==> config.mk <==
export PLATFORM = sky130hd
export DESIGN_NAME = mon_seq_top
export DESIGN_NICKNAME = d
export VERILOG_FILES = /design/src/rtl/mon_seq_pkg.sv /design/src/rtl/mon_gap_timer.sv /design/src/rtl/mon_value_store.sv /design/src/rtl/mon_seq_ctrl.sv /design/src/rtl/mon_seq_top.sv
export SDC_FILE = /design/constraint.sdc
export NUM_CORES = 1
export LEC_CHECK = 0
export BUFFER_PORTS_ARGS = -buffer_cell sky130_fd_sc_hd__buf_2
export CORE_ASPECT_RATIO = 0.7
export CORE_MARGIN = 5
export CORE_UTILIZATION = 35
export CTS_CLUSTER_DIAMETER = 200
export DETAILED_ROUTE_END_ITERATION = 7
export HOLD_SLACK_MARGIN = 0.05
export SLEW_MARGIN = 5
export SYNTH_ARGS = -nofsm -noshare
export SYNTH_HDL_FRONTEND = slang
export SYNTH_SLANG_ARGS = --single-unit
==> constraint.sdc <==
create_clock -name clk -period 6.9 [get_ports clk]
set_clock_uncertainty 0.15 [all_clocks]
set_input_delay 0.69 -clock clk [delete_from_list [all_inputs] [get_ports clk]]
set_output_delay 0.69 -clock clk [all_outputs]
set_load 0.02 [all_outputs]
==> src/rtl/mon_seq_pkg.sv <==
`timescale 1ns/1ps
// Shared constants, state encoding and address map of the monitoring sequencer.
// Assumes exactly ten channels; the address map is fixed.
package mon_seq_pkg;
    localparam int NUM_CH    = 10;
    localparam int CH_W      = 4;
    localparam int RES_W     = 12;
    localparam int ADDR_W    = 7;
    localparam int TEMP_LO_W = 9;
    localparam int OTHER_W   = 8;

    localparam logic [CH_W-1:0]   CH_TEMP        = 4'd0;
    localparam logic [CH_W-1:0]   CH_FAN1        = 4'd8;
    localparam logic [CH_W-1:0]   CH_FAN2        = 4'd9;
    localparam logic [ADDR_W-1:0] ADDR_VOLT_BASE = 7'h20;
    localparam logic [ADDR_W-1:0] ADDR_TEMP      = 7'h27;
    localparam logic [ADDR_W-1:0] ADDR_FAN_BASE  = 7'h28;

    typedef enum logic [2:0] {
        ST_IDLE,
        ST_ISSUE,
        ST_CONV,
        ST_RESTART,
        ST_GAP
    } seq_state_t;

    // Host address of a channel's stored result.
    function automatic logic [ADDR_W-1:0] ch_to_addr(input logic [CH_W-1:0] ch);
        logic [ADDR_W-1:0] a;
        if (ch == CH_TEMP)
            a = ADDR_TEMP;
        else if (ch >= CH_FAN1)
            a = ADDR_FAN_BASE + ADDR_W'(ch - CH_FAN1);
        else
            a = ADDR_VOLT_BASE + ADDR_W'(ch - 4'd1);
        return a;
    endfunction
endpackage

==> src/rtl/mon_gap_timer.sv <==
`timescale 1ns/1ps
// Down-counter that times the idle gap after each stored result.
// Loaded with the gap length minus one; expired is high while the count is zero.
// Assumes GAP_CYCLES >= 1. High resolution doubles the gap.
module mon_gap_timer #(
    parameter int GAP_CYCLES = 20_000_000
) (
    input  logic clk,
    input  logic rst_n,
    input  logic load,
    input  logic hires,
    output logic expired
);
    localparam int LEN_HI = 2 * GAP_CYCLES;
    localparam int CNT_W  = $clog2(LEN_HI + 1);

    logic [CNT_W-1:0] cnt_q;

    // Load on request, otherwise count down to zero and hold.
    always_ff @(posedge clk) begin
        if (!rst_n)
            cnt_q <= '0;
        else if (load)
            cnt_q <= hires ? CNT_W'(LEN_HI - 1) : CNT_W'(GAP_CYCLES - 1);
        else if (cnt_q != '0)
            cnt_q <= cnt_q - 1'b1;
    end

    assign expired = (cnt_q == '0);
endmodule

==> src/rtl/mon_value_store.sv <==
`timescale 1ns/1ps
// Result storage with a host read port.
// The storage registers have no reset by design; only the read data register is reset.
// Read data is registered: valid one cycle after rd_en. A same-cycle write is seen by the next read.
module mon_value_store
    import mon_seq_pkg::*;
(
    input  logic              clk,
    input  logic              rst_n,
    input  logic              wr_en,
    input  logic [CH_W-1:0]   wr_ch,
    input  logic [RES_W-1:0]  wr_data,
    input  logic              rd_en,
    input  logic [ADDR_W-1:0] rd_addr,
    output logic              rd_hit,
    output logic [RES_W-1:0]  rd_data
);
    logic [RES_W-1:0] val_q [NUM_CH];
    logic [NUM_CH-1:0] match;
    logic [CH_W-1:0]   rd_slot;

    // Per-channel address comparators.
    for (genvar g = 0; g < NUM_CH; g++) begin : g_dec
        assign match[g] = rd_en && (rd_addr == ch_to_addr(CH_W'(g)));
    end

    // Encode the matching comparator into a slot index.
    always_comb begin
        rd_slot = '0;
        for (int i = 0; i < NUM_CH; i++)
            if (match[i]) rd_slot = CH_W'(i);
    end

    assign rd_hit = |match;

    // Store the written result into its channel slot (no reset).
    always_ff @(posedge clk) begin
        for (int i = 0; i < NUM_CH; i++)
            if (wr_en && wr_ch == CH_W'(i))
                val_q[i] <= wr_data;
    end

    // Capture read data; unmapped addresses read zero.
    always_ff @(posedge clk) begin
        if (!rst_n)
            rd_data <= '0;
        else if (rd_en)
            rd_data <= rd_hit ? val_q[rd_slot] : '0;
    end
endmodule

==> src/rtl/mon_seq_ctrl.sv <==
`timescale 1ns/1ps
// Channel sequencing state machine.
// IDLE -> ISSUE (one-cycle request) -> CONV (wait done) -> GAP -> ISSUE of next channel.
// A read hit in CONV goes through RESTART (abort pulse) back to ISSUE for the same channel.
// Loss of run aborts a conversion in ISSUE or CONV and returns to IDLE at the temperature channel.
// Assumes the converter gives exactly one conv_done per request that is not aborted.
module mon_seq_ctrl
    import mon_seq_pkg::*;
(
    input  logic             clk,
    input  logic             rst_n,
    input  logic             run,
    input  logic             rd_hit,
    input  logic             conv_done,
    input  logic [RES_W-1:0] conv_result,
    input  logic             temp_hires,
    input  logic             gap_expired,
    output logic             conv_req,
    output logic [CH_W-1:0]  conv_chan,
    output logic             conv_abort,
    output logic             pass_done,
    output logic             gap_load,
    output logic             wr_en,
    output logic [CH_W-1:0]  wr_ch,
    output logic [RES_W-1:0] wr_data,
    output logic             in_conv
);
    seq_state_t      state_q, state_d;
    logic [CH_W-1:0] chan_q, chan_d;
    logic            abort_q, abort_d;
    logic            pass_q, pass_d;

    // Next-state, abort and write decisions.
    always_comb begin
        state_d  = state_q;
        chan_d   = chan_q;
        abort_d  = 1'b0;
        pass_d   = 1'b0;
        gap_load = 1'b0;
        wr_en    = 1'b0;
        if (state_q != ST_IDLE && !run) begin
            state_d = ST_IDLE;
            chan_d  = CH_TEMP;
            abort_d = (state_q == ST_ISSUE) || (state_q == ST_CONV);
        end else begin
            case (state_q)
                ST_IDLE: begin
                    if (run) begin
                        state_d = ST_ISSUE;
                        chan_d  = CH_TEMP;
                    end
                end
                ST_ISSUE: state_d = ST_CONV;
                ST_CONV: begin
                    if (conv_done) begin
                        wr_en    = 1'b1;
                        gap_load = 1'b1;
                        pass_d   = (chan_q == CH_FAN2);
                        state_d  = ST_GAP;
                    end else if (rd_hit) begin
                        abort_d = 1'b1;
                        state_d = ST_RESTART;
                    end
                end
                ST_RESTART: state_d = ST_ISSUE;
                ST_GAP: begin
                    if (gap_expired) begin
                        state_d = ST_ISSUE;
                        chan_d  = (chan_q == CH_FAN2) ? CH_TEMP : chan_q + 4'd1;
                    end
                end
                default: state_d = ST_IDLE;
            endcase
        end
    end

    // Format the result by channel: temperature width by resolution, others 8 bits.
    always_comb begin
        if (chan_q == CH_TEMP)
            wr_data = temp_hires ? conv_result
                                 : {{(RES_W-TEMP_LO_W){1'b0}}, conv_result[TEMP_LO_W-1:0]};
        else
            wr_data = {{(RES_W-OTHER_W){1'b0}}, conv_result[OTHER_W-1:0]};
    end

    // State, channel and strobe registers.
    always_ff @(posedge clk) begin
        if (!rst_n) begin
            state_q <= ST_IDLE;
            chan_q  <= CH_TEMP;
            abort_q <= 1'b0;
            pass_q  <= 1'b0;
        end else begin
            state_q <= state_d;
            chan_q  <= chan_d;
            abort_q <= abort_d;
            pass_q  <= pass_d;
        end
    end

    assign conv_req   = (state_q == ST_ISSUE);
    assign conv_chan  = chan_q;
    assign conv_abort = abort_q;
    assign pass_done  = pass_q;
    assign wr_ch      = chan_q;
    assign in_conv    = (state_q == ST_CONV);
endmodule

==> src/rtl/mon_seq_top.sv <==
`timescale 1ns/1ps
// Round-robin monitoring sequencer top: control, gap timer and value store.
// Runs while cfg_start is high and cfg_int_clr is low. GAP_CYCLES sets the pause after each result.
module mon_seq_top
    import mon_seq_pkg::*;
#(
    parameter int GAP_CYCLES = 20_000_000
) (
    input  logic              clk,
    input  logic              rst_n,
    input  logic              cfg_start,
    input  logic              cfg_int_clr,
    input  logic              temp_hires,
    input  logic              host_rd_en,
    input  logic [ADDR_W-1:0] host_rd_addr,
    output logic [RES_W-1:0]  host_rd_data,
    output logic              conv_req,
    output logic [CH_W-1:0]   conv_chan,
    output logic              conv_abort,
    input  logic              conv_done,
    input  logic [RES_W-1:0]  conv_result,
    output logic              pass_done
);
    logic             run;
    logic             rd_hit;
    logic             gap_load;
    logic             gap_expired;
    logic             wr_en;
    logic [CH_W-1:0]  wr_ch;
    logic [RES_W-1:0] wr_data;
    logic             in_conv;

    assign run = cfg_start && !cfg_int_clr;

    mon_seq_ctrl u_ctrl (
        .clk         (clk),
        .rst_n       (rst_n),
        .run         (run),
        .rd_hit      (rd_hit),
        .conv_done   (conv_done),
        .conv_result (conv_result),
        .temp_hires  (temp_hires),
        .gap_expired (gap_expired),
        .conv_req    (conv_req),
        .conv_chan   (conv_chan),
        .conv_abort  (conv_abort),
        .pass_done   (pass_done),
        .gap_load    (gap_load),
        .wr_en       (wr_en),
        .wr_ch       (wr_ch),
        .wr_data     (wr_data),
        .in_conv     (in_conv)
    );

    mon_gap_timer #(.GAP_CYCLES(GAP_CYCLES)) u_gap (
        .clk     (clk),
        .rst_n   (rst_n),
        .load    (gap_load),
        .hires   (temp_hires),
        .expired (gap_expired)
    );

    mon_value_store u_store (
        .clk     (clk),
        .rst_n   (rst_n),
        .wr_en   (wr_en),
        .wr_ch   (wr_ch),
        .wr_data (wr_data),
        .rd_en   (host_rd_en),
        .rd_addr (host_rd_addr),
        .rd_hit  (rd_hit),
        .rd_data (host_rd_data)
    );
endmodule

==> flow_summary.yaml <==
synthesis:
  synth-main-ff-cell: "edfxtp_1"
  synth_cell_types: 64
  syn-cell-area_um2: 7137
  synth-warning-count: 0
  synth_area_per_cell_um2: 12.61
  synthCells: 566
  syn-num-nets: 593
  synth_edf_count: 120
  ys_seq_elements: 167
  synth_seq_area_share_pct: 63.67
  synth_async_sr_flop_share_pct: 0
drt:
  routed_wl_um: 17720
  wl_met1_um: 9122
  met3_wirelength_um: 1228
  post_drt_wl_per_cell_um: 19.96
  drtIter0Drc: 720
  first_pass_iters: 5
  num_vias: 4808
  dr_wl_met2_um: 7172
  drc: 0
  top_layer: "met4"
  ant_nets: 0
  routed_via_density: 5.414
clocking:
  clk_latency_ns: 0.43
  cts.sinks: 167
  cts_tree: "built"
  clkTransAtPathRegs_ns: 0.06
  h-tree-depth: 4
  post_cts_buffers: 0
  cts_resized: 0
  ctsHoldBuffers: 0
  clockRootBuffer: "clkbuf_16"
  cts_buffers: 17
  clockBufferDepth: 2
timing:
  fin_setup_tns_ns: 0
  fmax_mhz: 293.4
  fin_crit_sh_pct: 49.40
  min_period_ns: 3.409
  setup_viol: 0
  tightest_slew_ns: 1.404
  maxSlewViolCount: 0
  hold_violations: 0
  slew_headroom_pct: 5.565
  finalWorstSetupSlack_ns: 3.491
  rsz0062_at_grt: "no"
worst_hold_path:
  min-delay-start: "u_store.rd_data[6]"
  worstHoldPathType: "flip-flop to flip-flop"
finish:
  final_common_cell: "edfxtp_1"
  fin_area_um2: 8189
  final_cell_mix: "edfxtp_1, dfxtp_1, buf_2"
  area_growth_pct: 14.74
  drive_above_1_share_pct: 17.64
  utilization_pct: 41.14
  nNetsFinal: 632
  antennaDiodeCount: 0
power_and_ir_drop:
  leakage_uw: 0.002912
  power_uw: 2740
  powerDensity_nw_per_um2: 334.6
  vdd_drop_max_uv: 164.8
run_status:
  status: "completed"
floorplan:
  fp-row-count: 43
  die_w_um: 180.7
  core_region_area_um2: 19910
  io_pins: 45
  die_y_um: 129.5
  floorplan.initialDensity_pct: 35.85
  die_area_um2: 23390
placed_design:
  hpwlAfterDp_um: 12370
  place_area_um2: 7599
  gp_congestion: 0.8387
  io_buffers: 44
  pre_cts_ws_ns: 3.146
global_routing:
  grt_max_degree: 34
  antenna_found_initial: 0
  grtUsageTotal_pct: 15.50
  grt_overflow_total: 0
  grt_pass1_wl_um: 27730
  grt_pass1_vias: 4568
critical_path:
  crit_type: "primary input to flip-flop"
  start_kind: "primary input"
  critPathLaunch: "host_rd_en"
  arrival_ns: 3.56
  cp.required_ns: 7.05
  r2r_start: "u_ctrl.state_q[0]"
  crit_fanout: 14
  endpoint_kind: "flip-flop"
flow_run:
  maxCapViolCount: 0
==> report_power, final <==
| part | internal [uW] | switching [uW] | total, uW |
|---|---|---|---|
| Clock | 546 | 393 | 939 |
| Combinational | 232 | 353 | 585 |
| Sequential | 1140 | 72.0 | 1220 |
==> worst max-delay path, cell delays in order <==
cell and delay, ns:
buf_2 0.29, nand4bb_1 0.46, nor3_1 1.03, and2_1 0.58, a311o_1 0.31, o2bb2ai_1 0.13
a21oi_1 0.06
==> registers in the layout, summed over array words and instances (netlist names) <==
name,count
u_store.val_q,120
u_gap.cnt_q,26
u_store.rd_data,12
u_ctrl.conv_chan,4
u_ctrl.state_q,3
u_ctrl.conv_abort,1
u_ctrl.pass_done,1
==> synth_stat cells, types with 6 or more instances <==
master	count	area (um^2)
edfxtp_1	120	3603
nand2_1	38	142.6
mux2i_1	25	250.2
xnor2_1	10	87.58
or3_1	8	50.05
nor4_1	6	37.54
o21ai_0	22	110.1
a221oi_1	9	78.83
a21oi_1	30	150.1
a31oi_1	6	37.54
nand3_1	8	40.04
clkbuf_1	14	52.55
buf_2	10	50.05
nor2_1	43	161.4
and3_1	10	62.56
nor3_1	13	65.06
inv_1	15	56.30
a21boi_0	12	90.09
dfxtp_1	47	940.9
mux2_2	13	146.4
xor2_1	12	105.1
o221ai_1	9	78.83
==> final timing paths <==
kind	slack [ns]	end	depth (start not counted)
worst max-delay path	3.49	u_store.rd_data[2]	7
worst min-delay path	0.31	u_store.rd_data[6]	2
worst max register to register	3.96	u_store.val_q[7][1]	5
worst min register to register	0.31	u_store.rd_data[6]	2
==> final cells by class <==
class / instances / area [um^2]
flip-flops and latches: 167 / 4544
well taps: 270 / 337.8
inverters: 15 / 56.30
fillers: 1862 / 11720
multi-input cells: 356 / 2412
repair buffers: 48 / 250.2
clock inverters: 13 / 145.1
clock buffers: 19 / 442.9
==> metrics by stage <==
| step | cells | hold WS, ns |
|---|---|---|
| after CTS | 888 | 0.3029 |
| after detailed placement | 856 | 0.2936 |
| after floorplan | 566 | 0.3204 |
| final | 888 | 0.3100 |
| after global placement | 856 | 0.2927 |
| after global routing | 888 | 0.3339 |
==> layer usage <==
metal,global-route usage (%),vias to the layer above
met1,25.09,2379
met5,0,-
met3,3.143,17
met4,4.311,0
li1,-,2232
met2,20.59,180
==> cell families (layout without fill, tap and decap cells) <==
| logic type | Yosys count | count (layout) | synth area share [%] |
|---|---|---|---|
| multiplexers | 39 | 39 | 5.926 |
| AO/OA/AOI/OAI | 122 | 122 | 11.71 |
| buffers and inverters | 43 | 95 | 2.805 |
| adder cells (fa/ha/maj) | 1 | 1 | 0.1753 |
| flip-flops | 167 | 167 | 63.67 |
| AND/OR/NAND/NOR | 172 | 172 | 13.01 |
| XOR/XNOR | 22 | 22 | 2.700 |
Power figures use the tool's default switching activity.
